<file path="config.mk">
export PLATFORM = sky130hd
export DESIGN_NAME = mdio_user_engine
export DESIGN_NICKNAME = d
export VERILOG_FILES = /design/src/rtl/mdio_ue_pkg.sv /design/src/rtl/mdio_ue_clkgen.sv /design/src/rtl/mdio_ue_shifter.sv /design/src/rtl/mdio_user_engine.sv
export SDC_FILE = /design/constraint.sdc
export NUM_CORES = 1
export LEC_CHECK = 0
export BUFFER_PORTS_ARGS = -buffer_cell sky130_fd_sc_hd__buf_2
export CORE_MARGIN = 1.5
export CORE_UTILIZATION = 30
export CTS_BUF_LIST = sky130_fd_sc_hd__clkbuf_16
export DETAILED_ROUTE_END_ITERATION = 8
export GPL_ROUTABILITY_DRIVEN = 0
export GPL_TIMING_DRIVEN = 0
export PLACE_DENSITY = 0.52
export SKIP_CTS_REPAIR_TIMING = 1
export SLEW_MARGIN = 20
export SYNTH_ARGS = -nofsm -noshare
export SYNTH_HDL_FRONTEND = slang
export SYNTH_SLANG_ARGS = --single-unit
</file>
<file path="constraint.sdc">
create_clock -name clk -period 4.8 [get_ports clk]
set_clock_uncertainty 0.15 [all_clocks]
set_input_delay 0.24 -clock clk [delete_from_list [all_inputs] [get_ports clk]]
set_output_delay 0.24 -clock clk [all_outputs]
set_load 0.02 [all_outputs]
</file>
<file path="src/rtl/mdio_ue_pkg.sv">
package mdio_ue_pkg;

   localparam int ACC_GO     = 31;
   localparam int ACC_WRITE  = 30;
   localparam int ACC_ACK    = 29;
   localparam int ACC_REG_LO = 21;
   localparam int ACC_PHY_LO = 16;
   localparam int CTL_IDLE   = 31;
   localparam int CTL_EN     = 30;

   localparam int ADDR_W = 5;
   localparam int DATA_W = 16;

   localparam logic [1:0] START_CODE = 2'b01;
   localparam logic [1:0] OP_READ    = 2'b10;
   localparam logic [1:0] OP_WRITE   = 2'b01;
   localparam logic [1:0] TA_WRITE   = 2'b10;
   localparam logic [1:0] TA_READ    = 2'b11;

   typedef struct packed {
      logic              wr;
      logic [ADDR_W-1:0] phy;
      logic [ADDR_W-1:0] regad;
      logic [DATA_W-1:0] data;
   } mdio_req_t;

endpackage

</file>
<file path="src/rtl/mdio_ue_clkgen.sv">
module mdio_ue_clkgen #(
   parameter int DIV_W = 16
) (
   input  logic             clk,
   input  logic             rst_n,
   input  logic             run,
   input  logic [DIV_W-1:0] div,
   output logic             mdc,
   output logic             rise_evt,
   output logic             fall_evt
);

   localparam logic [DIV_W-1:0] ONE = DIV_W'(1);

   logic [DIV_W-1:0] div_eff;
   logic [DIV_W:0]   period;
   logic [DIV_W-1:0] half;
   logic [DIV_W-1:0] cnt;

   // a divisor of zero cannot produce a registered clock; treat it as one
   assign div_eff  = (div == '0) ? ONE : div;
   assign period   = {1'b0, div_eff} + (DIV_W+1)'(1);
   assign half     = period[DIV_W:1];
   assign rise_evt = run && (cnt == div_eff);
   assign fall_evt = run && (cnt == half - ONE);

   always_ff @(posedge clk or negedge rst_n) begin
      if (!rst_n) begin
         cnt <= '0;
         mdc <= 1'b0;
      end else if (!run) begin
         cnt <= half;
         mdc <= 1'b0;
      end else if (rise_evt) begin
         cnt <= '0;
         mdc <= 1'b1;
      end else begin
         cnt <= cnt + ONE;
         if (fall_evt) mdc <= 1'b0;
      end
   end

   AST_EVT_EXCLUSIVE: assert property (@(posedge clk) disable iff (!rst_n)
      !(rise_evt && fall_evt));

   AST_RISE_FROM_LOW: assert property (@(posedge clk) disable iff (!rst_n)
      rise_evt |-> !mdc);

endmodule

</file>
<file path="src/rtl/mdio_ue_shifter.sv">
module mdio_ue_shifter
   import mdio_ue_pkg::*;
#(
   parameter int PRE_LEN = 32
) (
   input  logic              clk,
   input  logic              rst_n,
   input  logic              en,
   input  logic              start,
   input  mdio_req_t         req,
   input  logic              rise_evt,
   input  logic              fall_evt,
   input  logic              mdio_i,
   output logic              mdio_o,
   output logic              mdio_oe,
   output logic              busy,
   output logic              done,
   output logic              ack,
   output logic [DATA_W-1:0] rdata
);

   localparam int FRAME_LEN = PRE_LEN + 32;
   localparam int CNT_W     = $clog2(FRAME_LEN);
   localparam int TA_IDX    = PRE_LEN + 14;
   localparam int ACK_IDX   = TA_IDX + 1;
   localparam int DATA_IDX  = PRE_LEN + 16;
   localparam int LAST_IDX  = FRAME_LEN - 1;

   localparam logic [CNT_W-1:0] C_TA   = CNT_W'(TA_IDX);
   localparam logic [CNT_W-1:0] C_ACK  = CNT_W'(ACK_IDX);
   localparam logic [CNT_W-1:0] C_DATA = CNT_W'(DATA_IDX);
   localparam logic [CNT_W-1:0] C_LAST = CNT_W'(LAST_IDX);
   localparam logic [CNT_W-1:0] C_ONE  = CNT_W'(1);

   logic [FRAME_LEN-1:0] sr;
   logic [FRAME_LEN-1:0] frame_w;
   logic [CNT_W-1:0]     bitcnt;
   logic [CNT_W-1:0]     bit_nxt;
   logic                 is_wr;
   logic [DATA_W-1:0]    rd_sr;
   logic [PRE_LEN-1:0]   preamble;

   generate
      for (genvar gi = 0; gi < PRE_LEN; gi++) begin : g_pre
         assign preamble[gi] = 1'b1;
      end
   endgenerate

   assign frame_w = {preamble, START_CODE,
                     req.wr ? OP_WRITE : OP_READ,
                     req.phy, req.regad,
                     req.wr ? TA_WRITE : TA_READ,
                     req.wr ? req.data : {DATA_W{1'b1}}};

   assign bit_nxt = bitcnt + C_ONE;
   assign mdio_o  = busy & sr[FRAME_LEN-1];
   assign done    = busy && en && fall_evt && (bitcnt == C_LAST);
   assign rdata   = rd_sr;

   always_ff @(posedge clk or negedge rst_n) begin
      if (!rst_n) begin
         busy    <= 1'b0;
         sr      <= '0;
         bitcnt  <= '0;
         is_wr   <= 1'b0;
         mdio_oe <= 1'b0;
         ack     <= 1'b0;
         rd_sr   <= '0;
      end else if (!en) begin
         busy    <= 1'b0;
         mdio_oe <= 1'b0;
      end else if (start && !busy) begin
         busy    <= 1'b1;
         sr      <= frame_w;
         bitcnt  <= '0;
         is_wr   <= req.wr;
         mdio_oe <= 1'b1;
         ack     <= 1'b0;
      end else if (busy) begin
         if (fall_evt) begin
            if (bitcnt == C_LAST) begin
               busy    <= 1'b0;
               mdio_oe <= 1'b0;
            end else begin
               sr      <= {sr[FRAME_LEN-2:0], 1'b1};
               bitcnt  <= bit_nxt;
               mdio_oe <= is_wr || (bit_nxt < C_TA);
            end
         end
         if (rise_evt && !is_wr) begin
            if (bitcnt == C_ACK) ack <= !mdio_i;
            if (bitcnt >= C_DATA) rd_sr <= {rd_sr[DATA_W-2:0], mdio_i};
         end
      end
   end

   AST_READ_RELEASES_LINE: assert property (@(posedge clk) disable iff (!rst_n)
      (busy && !is_wr && bitcnt >= C_TA) |-> !mdio_oe);

   AST_WRITE_DRIVES_LINE: assert property (@(posedge clk) disable iff (!rst_n)
      (busy && is_wr) |-> mdio_oe);

   AST_IDLE_NO_DRIVE: assert property (@(posedge clk) disable iff (!rst_n)
      !busy |-> !mdio_oe);

endmodule

</file>
<file path="src/rtl/mdio_user_engine.sv">
module mdio_user_engine
   import mdio_ue_pkg::*;
#(
   parameter int DIV_W   = 16,
   parameter int PRE_LEN = 32
) (
   input  logic        clk,
   input  logic        rst_n,
   input  logic        reg_wr,
   input  logic        reg_sel,
   input  logic [31:0] reg_wdata,
   output logic [31:0] ctrl_rdata,
   output logic [31:0] acc_rdata,
   output logic        mdc,
   output logic        mdio_o,
   output logic        mdio_oe,
   input  logic        mdio_i
);

   generate
      if (DIV_W < 1 || DIV_W > 16) begin : g_bad_div
         $error("DIV_W must lie in 1..16");
      end
      if (PRE_LEN < 1 || PRE_LEN > 32) begin : g_bad_pre
         $error("PRE_LEN must lie in 1..32");
      end
   endgenerate

   logic             en_q;
   logic [DIV_W-1:0] div_q;
   logic             go_q;
   logic             ack_q;
   mdio_req_t        req_q;

   logic              start;
   logic              sh_busy;
   logic              sh_done;
   logic              sh_ack;
   logic [DATA_W-1:0] sh_rdata;
   logic              rise_evt;
   logic              fall_evt;
   logic              ctl_wr;
   logic              acc_wr;

   assign ctl_wr = reg_wr && !reg_sel;
   assign acc_wr = reg_wr &&  reg_sel;
   assign start  = go_q && en_q && !sh_busy;

   always_ff @(posedge clk or negedge rst_n) begin
      if (!rst_n) begin
         en_q  <= 1'b0;
         div_q <= '0;
      end else if (ctl_wr) begin
         en_q  <= reg_wdata[CTL_EN];
         div_q <= reg_wdata[DIV_W-1:0];
      end
   end

   always_ff @(posedge clk or negedge rst_n) begin
      if (!rst_n) begin
         go_q  <= 1'b0;
         ack_q <= 1'b0;
         req_q <= '0;
      end else if (acc_wr && !go_q) begin
         go_q        <= reg_wdata[ACC_GO];
         ack_q       <= 1'b0;
         req_q.wr    <= reg_wdata[ACC_WRITE];
         req_q.regad <= reg_wdata[ACC_REG_LO +: ADDR_W];
         req_q.phy   <= reg_wdata[ACC_PHY_LO +: ADDR_W];
         req_q.data  <= reg_wdata[DATA_W-1:0];
      end else if (sh_done) begin
         go_q <= 1'b0;
         if (!req_q.wr) begin
            req_q.data <= sh_rdata;
            ack_q      <= sh_ack;
         end
      end
   end

   assign ctrl_rdata = {!sh_busy, en_q, 14'd0, 16'(div_q)};
   assign acc_rdata  = {go_q, req_q.wr, ack_q, 3'd0, req_q.regad, req_q.phy, req_q.data};

   mdio_ue_clkgen #(.DIV_W(DIV_W)) u_clkgen (
      .clk      (clk),
      .rst_n    (rst_n),
      .run      (sh_busy && en_q),
      .div      (div_q),
      .mdc      (mdc),
      .rise_evt (rise_evt),
      .fall_evt (fall_evt)
   );

   mdio_ue_shifter #(.PRE_LEN(PRE_LEN)) u_shifter (
      .clk      (clk),
      .rst_n    (rst_n),
      .en       (en_q),
      .start    (start),
      .req      (req_q),
      .rise_evt (rise_evt),
      .fall_evt (fall_evt),
      .mdio_i   (mdio_i),
      .mdio_o   (mdio_o),
      .mdio_oe  (mdio_oe),
      .busy     (sh_busy),
      .done     (sh_done),
      .ack      (sh_ack),
      .rdata    (sh_rdata)
   );

   AST_GO_CLEARS_AT_END: assert property (@(posedge clk) disable iff (!rst_n)
      $fell(go_q) |-> $past(sh_done));

   AST_BUSY_HOLDS_GO: assert property (@(posedge clk) disable iff (!rst_n)
      sh_busy |-> go_q);

   AST_BUSY_WRITE_IGNORED: assert property (@(posedge clk) disable iff (!rst_n)
      (acc_wr && go_q && !sh_done) |=> ($stable(req_q) && go_q));

   AST_DISABLE_STOPS: assert property (@(posedge clk) disable iff (!rst_n)
      (!en_q && $past(!en_q)) |-> (!sh_busy && !mdc));

   AST_MDC_LOW_WHEN_IDLE: assert property (@(posedge clk) disable iff (!rst_n)
      !sh_busy |=> !mdc);

   AST_WRITE_NO_ACK: assert property (@(posedge clk) disable iff (!rst_n)
      (sh_done && req_q.wr) |=> !ack_q);

endmodule

</file>
==> results.md <==
* Syn Inst Count at 993
* Finished Layout Cells at 1539
* Number of synthesized flops with an enable pin at 0
* Critical Path AT at 4.76 ns
* Synth top area share at 0.4255
* Tmin final at 4.561 ns
* Worst vdd ir at 0.0002500 V
* Status: finished clean
* Clk pin slew, worst setup/hold paths at 0.07 ns
* Initial antenna violation count at 0
* DR DRC count at 0
* DRT antenna net count at 0
* Multiplexer share of the synthesized area at 0.03977
* # setup viols final at 0
* Io pins at 104
* Largest cells by area after synthesis: dfrtp_1 43%, xnor2_1 4.1%, mux2_2 3.8%, nand2_1 3.4%, o21ai_0 3.3%
* RR Startpoint: div_q[8]$_DFFE_PN0P_
* WL/cell at 18.48 um
* Yosys warning count at 0
* CP endpoint kind: flip-flop
* CTS Buffer Depth at 2
* Die area at 31040 um2
* N_diodes at 0
* CTS Sinks at 153
* Pint at 2.726 mW
* Synth cell count leaders: 153 x dfrtp_1, 82 x nand2_1, 63 x clkbuf_1
* Worst r2r path cells at 15
* Hpwl dp at 20460 um
* Async set-reset flop share out of synthesis at 1.000
* GR Util All Layers at 0.1882
* CTS root buf: clkbuf_16
* Post-synthesis share of cell area spent on full adders, half adders and majority gates at 0.004171
* Routed Wire Length at 28450 um
* Critical R2R Capture: acc_rdata[11]$_DFFE_PN0P_
* #FFs+latches synth at 153
* Cell Area, Synth at 8999 um2
* Number of instances in the placed design at 1483
* Share of cells above drive strength 1 at 0.1915
* Die H at 176.2 um
* DR pass1 iterations at 5
* Primary FF master, synth: dfrtp_1
* FP Rows at 63
* Unrepaired setup endpoints after global routing: false
* Clock share of power at 0.313
* Period utilization at 0.9503
* Inserted Clock Buffers at 17
* Pwr Density at 403.8 nW/um2
* CTS tree: yes
* Synth Area in XOR/XNOR at 0.06813
* Average cell area after synthesis at 9.062 um2
* Port Buf Inserts at 82
* Die width at 176.2 um
* Max-slew violations at 0
* GR Overflow Total at 0
* Worst-Margin Slew at 0.9680 ns
* Drt initial violations at 535
* Sequential Power Share at 0.360
* Sequential element share of the synthesized area at 0.4255
* Sw frac at 0.3818
* Slew margin rel. at 0.3493
* First-pass GRT wire length at 45590 um
* Worst min path class: in -> async
* Vias in the first global route at 7740
* Via count at 8115
* Final Hold Violating Endpoints at 0
* Initial core utilization at 0.3044
* CTS H-tree lvls at 4
* Final Worst Setup Slack at 0.2387 ns
* Setup_tns at 0 ns
* Largest family of logic cells by synthesized area: simple AND/OR/NAND/NOR gates
* Area grow syn2layout at 21.36%
* Pleak at 4.589 nW
* Synth cell types at 67
* WP data required at 4.99 ns
* Largest area contributor in the netlist: dfrtp_1
* Compound-Gate Fraction of Synth Area at 0.1771
* Setup WS pre-CTS at -0.01985 ns
* Psw at 1.683 mW
* WHS at 0.1310 ns
* Pin count of the biggest net entering global routing at 65
* CORE AREA at 29560 um2
* Critical path fanouts, max at 10
* Total of max-cap violations at 0
* CP startpoint kind: flip-flop
* Cell with the most instances after synthesis: dfrtp_1
* Vias per cell at 5.273
* FMAX at 0.2192 GHz
* Comb power frac at 0.327
* R2r setup slk at 0.24 ns
* Simple-gate area share of the yosys netlist at 0.2052
* Critical path class: reg -> reg
* Clock Latency Late Sink at 0.42 ns
* Nets at 1176
-- how the worst max path moves through the flow --
| stage | from | endpoint | cells past startpoint |
|---|---|---|---|
| floorplan | div_q[3]$_DFFE_PN0P_ | u_shifter.sr[16]$_DFFE_PN0P_ | 13 |
| global placement | div_q[12]$_DFFE_PN0P_ | u_shifter.sr[29]$_DFFE_PN0P_ | 14 |
| CTS | div_q[12]$_DFFE_PN0P_ | u_shifter.sr[29]$_DFFE_PN0P_ | 14 |
| global route | div_q[8]$_DFFE_PN0P_ | acc_rdata[2]$_DFFE_PN0P_ | 15 |
| detailed placement | div_q[12]$_DFFE_PN0P_ | u_shifter.sr[29]$_DFFE_PN0P_ | 14 |
| finish | div_q[8]$_DFFE_PN0P_ | acc_rdata[11]$_DFFE_PN0P_ | 15 |
-- through the flow --
stage                     power, mW  instance area [um2]    util
after CTS                     4.395                10620  0.3593
after detailed placement      3.010                10030  0.3393
after floorplan               2.565                 9059       -
after global placement        2.990                 9957  0.3368
after global routing          4.663                10920  0.3694
final                         4.409                10920  0.3694
-- registers in the layout (all words and copies together) (netlist names) --
signal	flops
u_shifter.mdio_oe	1
go_q	1
u_shifter.bitcnt	6
u_shifter.sr	64
u_shifter.is_wr	1
u_shifter.ack	1
u_shifter.rdata	16
u_shifter.busy	1
en_q	1
acc_rdata	27
div_q	16
u_clkgen.cnt	16
u_clkgen.mdc	1
ack_q	1
-- logic make-up (layout without fill, tap and decap cells) --
kind of cell	Yosys count	after routing
buf+inv	158	298
flops	153	153
compound gates	243	243
xor+xnor	70	70
fa+ha+maj	3	3
other cells	1	17
mux	32	32
simple gates	333	333
-- layout by cell type (no fill, tap or decap), types with 34 or more instances in the layout --
master	n
o211ai_1	39
dfrtp_1	153
xnor2_1	42
nand4_1	45
clkbuf_1	51
and3_1	34
inv_1	42
a21oi_1	47
nand2_1	82
buf_2	104
nor2_1	48
o21ai_0	60
-- routing by layer --
metal / share of wire / global-route usage / routed length (um) / vias up
met1: 0.47 / 0.2679 / 13500 / 3974
met4: 0.019 / 0.04879 / 551 / 0
li1: - / - / - / 3864
met5: 0 / 0 / 0 / -
met3: 0.048 / 0.03230 / 1354 / 41
met2: 0.46 / 0.2941 / 13040 / 236
-- worst max-delay path, cell delays in order, from the launching register on --
cell and delay (ns):
dfrtp_1 0.37, clkbuf_1 0.35, nor4_1 0.12, and2_1 0.25
a21oi_2 0.27, ha_1 0.34, nand2b_1 0.18, o32a_1 0.40
a2111oi_1 0.49, or3_1 0.22, o211a_1 0.24, o211a_1 0.18
clkbuf_1 0.30, buf_2 0.31, nand3_1 0.12, a31oi_1 0.18
-- power by group through the flow --
stage / clock network (mW) / logic (mW) / registers (mW)
floorplan: 0 / 0.990 / 1.58
detailed placement: 0 / 1.43 / 1.58
global route: 1.47 / 1.59 / 1.61
CTS: 1.40 / 1.43 / 1.56
finish: 1.38 / 1.44 / 1.59
global placement: 0 / 1.41 / 1.58
-- area by class of cell --
class,count,area [um2]
Multi-Input combinational cell,698,4536
Timing Repair Buffer,114,775.7
Tap cell,390,488.0
Buffer,110,544.3
Inverter,42,157.7
Fill cell,3047,18640
Sequential cell,153,3829
Clock inverter,15,165.2
Clock buffer,17,425.4
Note: power is estimated with default switching activity, not from simulation.
